$ cat config.mk
export PLATFORM = sky130hd
export DESIGN_NAME = pmem_byte_fetch
export DESIGN_NICKNAME = d
export VERILOG_FILES = /design/src/rtl/pmf_pkg.sv /design/src/rtl/pmf_lane_sel.sv /design/src/rtl/pmf_zstep.sv /design/src/rtl/pmf_ctrl.sv /design/src/rtl/pmem_byte_fetch.sv
export SDC_FILE = /design/constraint.sdc
export NUM_CORES = 1
export LEC_CHECK = 0
export CAP_MARGIN = 20
export CORE_MARGIN = 5
export CORE_UTILIZATION = 38
export DETAILED_ROUTE_END_ITERATION = 10
export PLACE_DENSITY = 0.87
export SYNTH_ARGS = -nofsm -noshare
export SYNTH_HDL_FRONTEND = slang
export SYNTH_SLANG_ARGS = --single-unit
export TNS_END_PERCENT = 5
$ cat constraint.sdc
create_clock -name clk -period 2.9 [get_ports clk]
set_clock_uncertainty 0.1 [all_clocks]
set_input_delay 0.435 -clock clk [delete_from_list [all_inputs] [get_ports clk]]
set_output_delay 0.435 -clock clk [all_outputs]
set_load 0.02 [all_outputs]
$ cat src/rtl/pmf_pkg.sv
package pmf_pkg;

    typedef enum logic [2:0] {
        OP_NONE   = 3'd0,
        OP_LD     = 3'd1,
        OP_LD_INC = 3'd2,
        OP_ST     = 3'd3,
        OP_ST_INC = 3'd4
    } pmf_op_e;

    typedef enum logic [1:0] {
        ST_IDLE   = 2'd0,
        ST_ACCESS = 2'd1,
        ST_RESULT = 2'd2
    } pmf_state_e;

endpackage

$ cat src/rtl/pmf_lane_sel.sv
module pmf_lane_sel #(
    parameter int BYTE_W = 8,
    parameter int LANES  = 2,
    localparam int WORD_W = BYTE_W * LANES,
    localparam int SEL_W  = $clog2(LANES)
) (
    input  logic [WORD_W-1:0] word_i,
    input  logic [SEL_W-1:0]  sel_i,
    output logic [BYTE_W-1:0] byte_o
);

    logic [BYTE_W-1:0] lane_w [LANES];

    for (genvar g = 0; g < LANES; g++) begin : g_lane
        assign lane_w[g] = word_i[g*BYTE_W +: BYTE_W];
    end

    assign byte_o = lane_w[sel_i];

endmodule

$ cat src/rtl/pmf_zstep.sv
module pmf_zstep #(
    parameter int ZW    = 16,
    parameter int LANES = 2
) (
    input  logic [ZW-1:0] z_i,
    input  logic          word_step_i,
    output logic [ZW-1:0] z_o
);

    localparam logic [ZW-1:0] BYTE_STEP = ZW'(1);
    localparam logic [ZW-1:0] WORD_STEP = ZW'(LANES);

    // Wraps naturally modulo 2^ZW.
    assign z_o = z_i + (word_step_i ? WORD_STEP : BYTE_STEP);

endmodule

$ cat src/rtl/pmf_ctrl.sv
module pmf_ctrl
    import pmf_pkg::*;
(
    input  logic       clk,
    input  logic       rst_n,
    input  logic       op_valid,
    input  logic [2:0] op_code,
    output logic       accept,
    output logic       busy,
    output logic       rd_strobe,
    output logic       wr_strobe,
    output logic       result,
    output logic       q_load,
    output logic       q_store,
    output logic       q_inc
);

    pmf_state_e state_q, state_d;
    logic [2:0] op_q;
    logic       known;

    assign known  = (op_code == OP_LD) || (op_code == OP_LD_INC) ||
                    (op_code == OP_ST) || (op_code == OP_ST_INC);
    assign accept = (state_q == ST_IDLE) && op_valid && known;

    always_comb begin
        state_d = state_q;
        unique case (state_q)
            ST_IDLE:   if (accept) state_d = ST_ACCESS;
            ST_ACCESS: state_d = ST_RESULT;
            ST_RESULT: state_d = ST_IDLE;
            default:   state_d = ST_IDLE;
        endcase
    end

    always_ff @(posedge clk) begin
        if (!rst_n) begin
            state_q <= ST_IDLE;
            op_q    <= OP_NONE;
        end else begin
            state_q <= state_d;
            if (accept) op_q <= op_code;
        end
    end

    assign q_load  = (op_q == OP_LD) || (op_q == OP_LD_INC);
    assign q_store = (op_q == OP_ST) || (op_q == OP_ST_INC);
    assign q_inc   = (op_q == OP_LD_INC) || (op_q == OP_ST_INC);

    always_comb begin
        busy      = 1'b0;
        rd_strobe = 1'b0;
        wr_strobe = 1'b0;
        result    = 1'b0;
        unique case (state_q)
            ST_IDLE: ;
            ST_ACCESS: begin
                busy      = 1'b1;
                rd_strobe = q_load;
                wr_strobe = q_store;
            end
            ST_RESULT: begin
                busy   = 1'b1;
                result = 1'b1;
            end
            default: ;
        endcase
    end

    assert_idle_quiet_R1: assert property (@(posedge clk) disable iff (!rst_n)
        !busy |-> !(rd_strobe || wr_strobe));

    assert_strobe_then_result_R11: assert property (@(posedge clk) disable iff (!rst_n)
        (rd_strobe || wr_strobe) |=> (result && busy));

    assert_busy_ignores_R10: assert property (@(posedge clk) disable iff (!rst_n)
        (busy && op_valid) |-> !accept);

endmodule

$ cat src/rtl/pmem_byte_fetch.sv
module pmem_byte_fetch
    import pmf_pkg::*;
#(
    parameter int BYTE_W = 8,
    parameter int LANES  = 2,
    localparam int ZW     = 2 * BYTE_W,
    localparam int WORD_W = BYTE_W * LANES,
    localparam int SEL_W  = $clog2(LANES),
    localparam int WA_W   = ZW - SEL_W
) (
    input  logic              clk,
    input  logic              rst_n,
    input  logic              op_valid,
    input  logic [2:0]        op_code,
    input  logic [BYTE_W-1:0] z_hi,
    input  logic [BYTE_W-1:0] z_lo,
    input  logic [WORD_W-1:0] st_word,
    input  logic [WORD_W-1:0] mem_rdata,
    output logic              busy,
    output logic [WA_W-1:0]   mem_addr,
    output logic              mem_rd_en,
    output logic              mem_wr_en,
    output logic [WORD_W-1:0] mem_wdata,
    output logic [BYTE_W-1:0] rd_byte,
    output logic              rd_valid,
    output logic              done,
    output logic              z_wb_en,
    output logic [BYTE_W-1:0] z_hi_new,
    output logic [BYTE_W-1:0] z_lo_new,
    output logic              align_err
);

    logic              accept, result, q_load, q_store, q_inc;
    logic [ZW-1:0]     z_q, z_next;
    logic [WORD_W-1:0] w_q;
    logic [BYTE_W-1:0] lane_byte;

    pmf_ctrl u_ctrl (
        .clk       (clk),
        .rst_n     (rst_n),
        .op_valid  (op_valid),
        .op_code   (op_code),
        .accept    (accept),
        .busy      (busy),
        .rd_strobe (mem_rd_en),
        .wr_strobe (mem_wr_en),
        .result    (result),
        .q_load    (q_load),
        .q_store   (q_store),
        .q_inc     (q_inc)
    );

    always_ff @(posedge clk) begin
        if (!rst_n) begin
            z_q <= '0;
            w_q <= '0;
        end else if (accept) begin
            z_q <= {z_hi, z_lo};
            w_q <= st_word;
        end
    end

    pmf_lane_sel #(.BYTE_W(BYTE_W), .LANES(LANES)) u_lane (
        .word_i (mem_rdata),
        .sel_i  (z_q[SEL_W-1:0]),
        .byte_o (lane_byte)
    );

    pmf_zstep #(.ZW(ZW), .LANES(LANES)) u_step (
        .z_i         (z_q),
        .word_step_i (q_store),
        .z_o         (z_next)
    );

    // Word address drops the lane bits, so a store is forced to lane 0.
    assign mem_addr  = z_q[ZW-1:SEL_W];
    assign mem_wdata = w_q;
    assign done      = result;
    assign rd_valid  = result && q_load;
    assign rd_byte   = rd_valid ? lane_byte : '0;
    assign z_wb_en   = result && q_inc;
    assign z_hi_new  = z_next[ZW-1:BYTE_W];
    assign z_lo_new  = z_next[BYTE_W-1:0];
    assign align_err = result && q_store && (|z_q[SEL_W-1:0]);

    assert_addr_pre_R9: assert property (@(posedge clk) disable iff (!rst_n)
        accept |=> (mem_addr == $past(z_hi_lo_w[ZW-1:SEL_W])));

    logic [ZW-1:0] z_hi_lo_w;
    assign z_hi_lo_w = {z_hi, z_lo};

    assert_load_inc_R4: assert property (@(posedge clk) disable iff (!rst_n)
        (accept && op_code == OP_LD_INC) |-> ##2
        (z_wb_en && {z_hi_new, z_lo_new} == $past(z_hi_lo_w, 2) + ZW'(1)));

    assert_store_inc_R7: assert property (@(posedge clk) disable iff (!rst_n)
        (accept && op_code == OP_ST_INC) |-> ##2
        (z_wb_en && {z_hi_new, z_lo_new} == $past(z_hi_lo_w, 2) + ZW'(LANES)));

    assert_plain_no_wb_R5: assert property (@(posedge clk) disable iff (!rst_n)
        (accept && (op_code == OP_LD || op_code == OP_ST)) |-> ##2 !z_wb_en);

    assert_err_after_write_R8: assert property (@(posedge clk) disable iff (!rst_n)
        align_err |-> $past(mem_wr_en));

    assert_single_strobe_R6: assert property (@(posedge clk) disable iff (!rst_n)
        mem_wr_en |=> !mem_wr_en && !mem_rd_en);

endmodule

==> flow_metrics.tcl, run 1 <==
set metrics [dict create \
    status "finished clean" \
    drcViolationCount 0 \
    gp_congestion 0.763 \
    hp-start "mem_wdata[2]$_SDFFE_PN0P_" \
    finish.utilization 0.647 \
    ir_drop_mv 0.347 \
    fillers 456 \
    period_minus_slack_ps 2790 \
    slew_violations 0 \
    cts_tree "yes" \
    holdPathStages 2 \
    end_kind "output port" \
    place_area_um2 3200 \
    synth_area_um2 1950 \
    critPathKind "reg2out" \
    rsz0062_at_grt "true" \
    ys_ff_latch 37 \
    rr_endpoint "z_q[11]$_SDFFE_PN0P_" \
    cts_root_buf "clkbuf_8" \
    crit_fanout 4 \
    startpoint "u_ctrl.op_q[1]$_SDFFE_PN0P_" \
    worst_slack_ps 107 \
    post-place-ws_ps -104 \
    seq_area_um2 741 \
    overflow 0 \
    grt.total_usage 0.174 \
    start_util 0.387 \
    regToRegStartpoint "u_ctrl.state_q[1]$_SDFFE_PN0P_" \
    detail-route-antenna-nets 0 \
    finalHoldViolations 0 \
    setup_viol 0 \
    multiInputGateArea_um2 1100 \
    hold_path.class "reg2reg" \
    wire_per_inst_um 13.3 \
    cp.required_ps 2370 \
    maxCapViolations 0 \
    syn-num-nets 301 \
    cts_buffers 5 \
    pin_count 116 \
    h-tree-depth 2 \
    rr_worst_depth 6 \
    design_area_um2 3260 \
    startpoint_type "register" \
    die_area_um2 6670 \
    critical_path_arrival_ps 2260 \
    firstDrtPassIters 4 \
    vias 2036 \
    clkTransAtPathRegs_ps 70 \
    slew_headroom 0.735 \
    clk_path_buf_depth 2 \
    portBuffers 115 \
    cts.sinks 37 \
    dpl.hpwl_um 4610 \
    antenna_found_initial 0 \
    min_to "mem_wdata[2]$_SDFFE_PN0P_" \
    clock_insertion_delay_worst_skew_ps 280 \
    cellLeakagePower_nw 1.27 \
    wirelength_um 5780 \
    ys_warn_count 0 \
    final_nets 424 \
    yosysSeqAreaShare 0.379 \
    synthToLayoutAreaGrowth_pct 67.2 \
    worst_pin_slew_ps 397 \
    power_density_nw_per_um2 515 \
    grt_pass1_vias 1968 \
    cts_hold_buf 0 \
    coreArea_um2 5040 \
    rows 26 \
    grt_pass1_wl_um 9000 \
    vias_per_cell 4.69 \
    diodes 0 \
    min_period_over_period 0.963 \
    syn_area_per_cell_um2 8.13 \
    clock.fmax_ghz 0.358 \
    drive_above_1_share 0.0852 \
    synth_cells 240 \
    r2r_slack_ps 960 \
    die_w_um 81.7 \
    drt-initial-drc-count 57 \
    synth_cell_types 24 \
    grt_max_degree 40 \
    die_y_um 81.7 \
]
-- sequential cells by signal, summed over array words and instances, names as in the netlist --
| name | count |
|---|---|
| mem_wdata | 16 |
| z_q | 16 |
| u_ctrl.op_q | 3 |
| u_ctrl.state_q | 2 |
-- per-stage QoR --
| stage | power, mW | hold WS, ps | cells | TNS (ps) |
|---|---|---|---|---|
| 4_1_cts | 1.71 | 356 | 434 | 0 |
| 2_1_floorplan | 1.02 | 369 | 240 | 0 |
| 6_report | 1.68 | 353 | 434 | 0 |
| 3_5_place_dp | 1.32 | 348 | 426 | -309 |
| 3_3_place_gp | 1.31 | 339 | 426 | -9.60 |
| 5_1_grt | 1.79 | 369 | 434 | -82.0 |
-- report_power, final --
group          switching, mW  leakage [nW]  internal [mW]
clock network          0.177        0.0542          0.215
registers             0.0540         0.302          0.570
logic                  0.343         0.915          0.320
-- what timing repair did --
action,CTS,global route
setup buffers,0,0
endpoints found under the setup margin,15,11
resized for setup,21,17
-- logic make-up (layout without fill, tap and decap cells) --
kind of cell | Yosys count | in the layout | synth area share
AOI/OAI and AO/OA | 40 | 40 | 0.149
xor gates and xnor gates | 16 | 16 | 0.0718
adders and majority gates | 7 | 7 | 0.0487
buffers and inverters | 17 | 141 | 0.0577
DFF | 37 | 37 | 0.379
muxes | 8 | 8 | 0.0410
and+or+nand+nor | 115 | 115 | 0.253
-- cell usage in the layout (no fill, tap or decap), types with 6 or more instances in the layout --
cell | synthesis | layout
mux2i_1 | 8 | 8
dfxtp_1 | 37 | 37
ha_1 | 6 | 6
clkdlybuf4s50_1 | 0 | 101
nor2_1 | 12 | 12
nand4_1 | 6 | 6
nand2_1 | 80 | 80
clkbuf_8 | 0 | 7
a21boi_1 | 30 | 30
xnor2_1 | 12 | 12
buf_4 | 0 | 14
-- synthesized netlist by cell type (all sizes together) --
cell    count  share of area
nand2      80           0.15
xor2        4          0.018
inv         4         0.0077
and2        3         0.0096
and4        4          0.018
o21ai       4          0.010
fa          1          0.010
nor2       12          0.023
or3         1         0.0032
buf         9          0.042
and3        2         0.0064
xnor2      12          0.054
clkbuf      4         0.0077
dfxtp      37           0.38
nand3       5          0.013
nor3        1         0.0026
a21boi     35           0.13
nand4       6          0.019
a21o        1         0.0038
mux2i       8          0.041
ha          6          0.038
nor3b       1         0.0038
-- worst max-delay path: stages (launching register included) --
cell             delay (ps)
dfxtp_1                 380
nand2_1                  80
o21ai_2                 150
inv_1                    60
ha_1                    210
fa_1                    490
clkdlybuf4s50_1         600
-- final cells by class --
class / instances / share of cell area
inverter: 4 / 0.00460
clock buffer: 7 / 0.0295
multi-input combinational: 186 / 0.338
sequential: 37 / 0.227
timing repair buffer: 129 / 0.373
clock inverter: 1 / 0.00153
tap: 70 / 0.0268
-- worst max-delay path by stage --
| stage | end | slack [ps] | cells past startpoint |
|---|---|---|---|
| 2_1_floorplan | z_hi_new[4] | 220 | 8 |
| 3_3_place_gp | z_hi_new[2] | -6 | 9 |
| 3_5_place_dp | z_hi_new[2] | -100 | 9 |
| 4_1_cts | z_hi_new[2] | 10 | 9 |
| 5_1_grt | z_hi_new[1] | -50 | 10 |
| 6_report | z_lo_new[1] | 110 | 6 |
-- routing by layer --
layer,part of all wire,global-route usage,vias up
li1,-,-,1034
met1,0.39,0.183,932
met2,0.52,0.322,66
met3,0.085,0.0680,4
met4,0.0054,0.0449,0
met5,0,0,-
Power figures use the tool's default switching activity.
==> run 2: changes to the inputs <==
==> constraint.sdc (replaced) <==
create_clock -name clk -period 2.86 [get_ports clk]
set_clock_uncertainty 0.1 [all_clocks]
set_input_delay 0.429 -clock clk [delete_from_list [all_inputs] [get_ports clk]]
set_output_delay 0.429 -clock clk [all_outputs]
set_load 0.02 [all_outputs]
==> flow_metrics.tcl, run 2 (synthesized netlist as in run 1, its figures left out) <==
set metrics [dict create \
    status "finished clean" \
    power_density_nw_per_um2 542 \
    cts_root_buf "clkbuf_8" \
    die_y_um 81.7 \
    start_util 0.387 \
    wire_per_inst_um 13.1 \
    die_w_um 81.7 \
    dpl.hpwl_um 4440 \
    rsz0062_at_grt "true" \
    finalHoldViolations 0 \
    setup_viol 0 \
    startpoint_type "register" \
    cts.sinks 37 \
    diodes 0 \
    place_inst 426 \
    combPwrFrac 0.379 \
    stdcell_count 434 \
    slew_headroom 0.717 \
    end_kind "output port" \
    cp.required_ps 2330 \
    gp_congestion 0.760 \
    vias_per_cell 4.67 \
    netSwitchingFraction 0.333 \
    clock_insertion_delay_worst_skew_ps 280 \
    min_period_over_period 0.961 \
    rows 26 \
    grt.total_usage 0.167 \
    critPathKind "reg2out" \
    crit_fanout 4 \
    antenna_found_initial 0 \
    grt_max_degree 40 \
    grt_pass1_wl_um 8680 \
    clkTransAtPathRegs_ps 80 \
    drt-initial-drc-count 79 \
    totalPowerFinal_mw 1.78 \
    final_common_cell "clkdlybuf4s50_1" \
    drcViolationCount 0 \
    pin_count 116 \
    final_cell_mix "clkdlybuf4s50_1, nand2_1, dfxtp_1, a21boi_1, buf_4" \
    clockPowerShare 0.265 \
    vias 2026 \
    design_area_um2 3280 \
    clock.fmax_ghz 0.364 \
    p_seq_frac 0.356 \
    slew_violations 0 \
    ir_drop_mv 0.382 \
    cts_tree "yes" \
    firstDrtPassIters 4 \
    place_area_um2 3200 \
    cellLeakagePower_nw 1.28 \
    cts_setup_buffers 0 \
    maxCapViolations 0 \
    hold_path.class "reg2reg" \
    power.switching_mw 0.592 \
    p_int_mw 1.19 \
    period_minus_slack_ps 2750 \
    detail-route-antenna-nets 0 \
    cts_hold_buf 0 \
    coreArea_um2 5040 \
    clk_path_buf_depth 2 \
    drive_above_1_share 0.0879 \
    grt_pass1_vias 1966 \
    die_area_um2 6670 \
    overflow 0 \
    critical_path_arrival_ps 2220 \
    cts_buffers 5 \
    hold_slack_ps 356 \
    worst_pin_slew_ps 424 \
    final_nets 424 \
    wirelength_um 5680 \
    synthToLayoutAreaGrowth_pct 68.1 \
    h-tree-depth 2 \
    portBuffers 115 \
]
[run 2: cell types whose count changed in the layout (fill, tap and decap cells not counted), sizes merged]
cell	before	now
clkinv	1	0
clkdlybuf4s50	101	100
clkinvlp	0	1
bufinv	0	1
[run 2: power groups by stage]
stage / Combinational (mW) / Clock (mW) / Sequential (mW)
after floorplan: 0.338 / 0 / 0.696
after global placement: 0.686 / 0 / 0.640
after detailed placement: 0.698 / 0 / 0.645
after CTS: 0.686 / 0.484 / 0.633
after global routing: 0.728 / 0.513 / 0.643
final: 0.674 / 0.471 / 0.633
[run 2: worst max-delay path, stage by stage, from the launching register on]
cell             delay, ps
dfxtp_1                370
nand2_1                 80
o21ai_2                140
inv_1                   60
ha_1                   210
fa_1                   400
buf_4                  160
nand2_1                 60
xnor2_1                130
clkdlybuf4s15_1        330
[run 2: what timing repair did]
action | in CTS | in global routing
resized for setup | 23 | 19
endpoints found under the setup margin | 15 | 11
pin swaps | 0 | 0
[run 2: worst paths after layout]
| kind | from | endpoint | slack, ps | cells past startpoint |
|---|---|---|---|---|
| worst min-delay path | mem_wdata[5]$_SDFFE_PN0P_ | mem_wdata[5]$_SDFFE_PN0P_ | 360 | 2 |
| worst max-delay path | u_ctrl.op_q[1]$_SDFFE_PN0P_ | z_lo_new[6] | 110 | 9 |
| worst max register to register | u_ctrl.state_q[0]$_SDFFE_PN0P_ | z_q[11]$_SDFFE_PN0P_ | 910 | 6 |
| worst min register to register | mem_wdata[5]$_SDFFE_PN0P_ | mem_wdata[5]$_SDFFE_PN0P_ | 360 | 2 |
[run 2: stage by stage]
stage	utilization	setup WS [ps]	setup TNS, ps
final	0.651	112	0
after global routing	0.651	-31.4	-64.1
after CTS	0.656	3.93	0
after detailed placement	0.634	-104	-427
after global placement	0.634	-39.4	-97.5
after floorplan	-	181	0
[run 2: cell type report]
class,count,area (um2)
clock buffer,6,82.6
clock inverter,2,37.5
fill,446,1760
inverter,4,15.0
multi-input combinational,186,1100
sequential,37,742
tap,70,87.6
timing repair buffer,129,1210
[run 2: per-layer routing]
| layer | wire [um] | vias up | part of all wire | global-route usage |
|---|---|---|---|---|
| met2 | 2940 | 60 | 0.52 | 0.322 |
| met3 | 425 | 5 | 0.075 | 0.0504 |
| li1 | - | 1041 | - | - |
| met1 | 2290 | 920 | 0.40 | 0.173 |
| met5 | 0 | - | 0 | 0 |
| met4 | 31 | 0 | 0.0055 | 0.0432 |
==> run 3: changes to the inputs <==
--- a/config.mk
+++ b/config.mk
@@ -7,9 +7,9 @@
 export LEC_CHECK = 0
 export CAP_MARGIN = 20
 export CORE_MARGIN = 5
-export CORE_UTILIZATION = 38
+export CORE_UTILIZATION = 34
 export DETAILED_ROUTE_END_ITERATION = 10
-export PLACE_DENSITY = 0.87
+export PLACE_DENSITY = 0.83
 export SYNTH_ARGS = -nofsm -noshare
 export SYNTH_HDL_FRONTEND = slang
 export SYNTH_SLANG_ARGS = --single-unit
==> constraint.sdc (replaced) <==
create_clock -name clk -period 2.4 [get_ports clk]
set_clock_uncertainty 0.1 [all_clocks]
set_input_delay 0.36 -clock clk [delete_from_list [all_inputs] [get_ports clk]]
set_output_delay 0.36 -clock clk [all_outputs]
set_load 0.02 [all_outputs]
==> flow_metrics.tcl, run 3 (synthesized netlist as in run 1, its figures left out) <==
set metrics [dict create \
    status "complete, but fails checks" \
    violations "setup timing" \
    startpoint "u_ctrl.op_q[1]$_SDFFE_PN0P_" \
    ir_drop_mv 0.360 \
    drt-initial-drc-count 92 \
    maxCapViolations 0 \
    cp.required_ps 1940 \
    wl_met3_um 542 \
    grt.total_usage 0.162 \
    regToRegStartpoint "u_ctrl.state_q[0]$_SDFFE_PN0P_" \
    die_area_um2 7360 \
    setup_viol 11 \
    critical_path_arrival_ps 2090 \
    start_util 0.352 \
    totalPowerFinal_mw 2.09 \
    diodes 0 \
    cts_setup_buffers 0 \
    final_cell_mix "clkdlybuf4s50_1, nand2_1, dfxtp_1, buf_4, a21boi_1" \
    clock.fmax_ghz 0.393 \
    firstDrtPassIters 4 \
    worst_pin_slew_ps 382 \
    finalSetupTns_ps -789 \
    cts_buffers 5 \
    wire_per_inst_um 13.9 \
    rr_endpoint "z_q[15]$_SDFFE_PN0P_" \
    cts_root_buf "clkbuf_8" \
    wl_met2_um 3300 \
    min_period_over_period 1.06 \
    grt_pass1_vias 2054 \
    cts_hold_buf 0 \
    place_inst 436 \
    slew_violations 0 \
    pin_count 116 \
    drcViolationCount 0 \
    rows 27 \
    h-tree-depth 2 \
    antenna_found_initial 0 \
    die_y_um 85.8 \
    r2r_slack_ps 570 \
    final_nets 432 \
    finalHoldViolations 0 \
    crit_fanout 4 \
    drive_above_1_share 0.153 \
    clkTransAtPathRegs_ps 70 \
    portBuffers 115 \
    startpoint_type "register" \
    gp_congestion 0.770 \
    worst_slack_ps -147 \
    rsz0062_at_grt "true" \
    cts_tree "yes" \
    top_layer "met4" \
    coreArea_um2 5540 \
    clock_insertion_delay_worst_skew_ps 280 \
    m1WireLength_um 2250 \
    finish.utilization 0.612 \
    place_area_um2 3280 \
    synthToLayoutAreaGrowth_pct 73.8 \
    clk_path_buf_depth 2 \
    power_density_nw_per_um2 617 \
    endpoint "z_hi_new[6]" \
    overflow 0 \
    grt_max_degree 40 \
    detail-route-antenna-nets 0 \
    hold_path.class "reg2reg" \
    design_area_um2 3390 \
    cts.sinks 37 \
    die_w_um 85.8 \
    end_kind "output port" \
    grt_pass1_wl_um 9630 \
    hold_slack_ps 355 \
    stdcell_count 444 \
    cellLeakagePower_nw 1.46 \
    slew_headroom 0.746 \
    final_common_cell "clkdlybuf4s50_1" \
    hp-start "mem_wdata[2]$_SDFFE_PN0P_" \
    rr_worst_depth 6 \
    critPathKind "reg2out" \
    vias_per_cell 4.67 \
    period_minus_slack_ps 2550 \
    wirelength_um 6160 \
    vias 2074 \
    post-place-ws_ps -373 \
    dpl.hpwl_um 4810 \
]
==> run 3: repair_timing <==
item,in CTS,in global routing
pin swaps,5,4
resized for setup,90,13
setup endpoints to repair,24,23
==> run 3: final cells by class <==
class,count,area (um2)
well taps,72,90.1
fillers,492,2150
inverters,4,15.0
repair buffers,137,1300
clock inverters,1,5.00
clock buffers,7,96.3
flip-flops and latches,37,743
multi-input cells,186,1140
==> run 3: report_power, final <==
| part | internal (mW) | switching (mW) |
|---|---|---|
| clock network | 0.260 | 0.215 |
| registers | 0.690 | 0.0583 |
| logic | 0.424 | 0.446 |
==> run 3: worst max-delay path, stage by stage, from the launching register on <==
cell and delay [ps]:
dfxtp_2 370, nand2_2 70, o21ai_2 170, inv_2 70, ha_4 160, fa_2 340, nand4_1 210, nor2_1 110
xor2_1 150, buf_4 160
==> run 3: how the worst min path moves through the flow <==
stage	to	depth (start not counted)
after global routing	mem_wdata[8]$_SDFFE_PN0P_	2
after floorplan	u_ctrl.state_q[1]$_SDFFE_PN0P_	2
final	mem_wdata[2]$_SDFFE_PN0P_	2
after global placement	mem_wdata[8]$_SDFFE_PN0P_	2
after CTS	mem_wdata[8]$_SDFFE_PN0P_	2
after detailed placement	mem_wdata[11]$_SDFFE_PN0P_	2
==> run 3: layer usage <==
layer  up-vias  GRT usage
li1       1050          -
met1       945      0.162
met2        70      0.314
met3         9     0.0567
met4         0     0.0403
met5         -          0
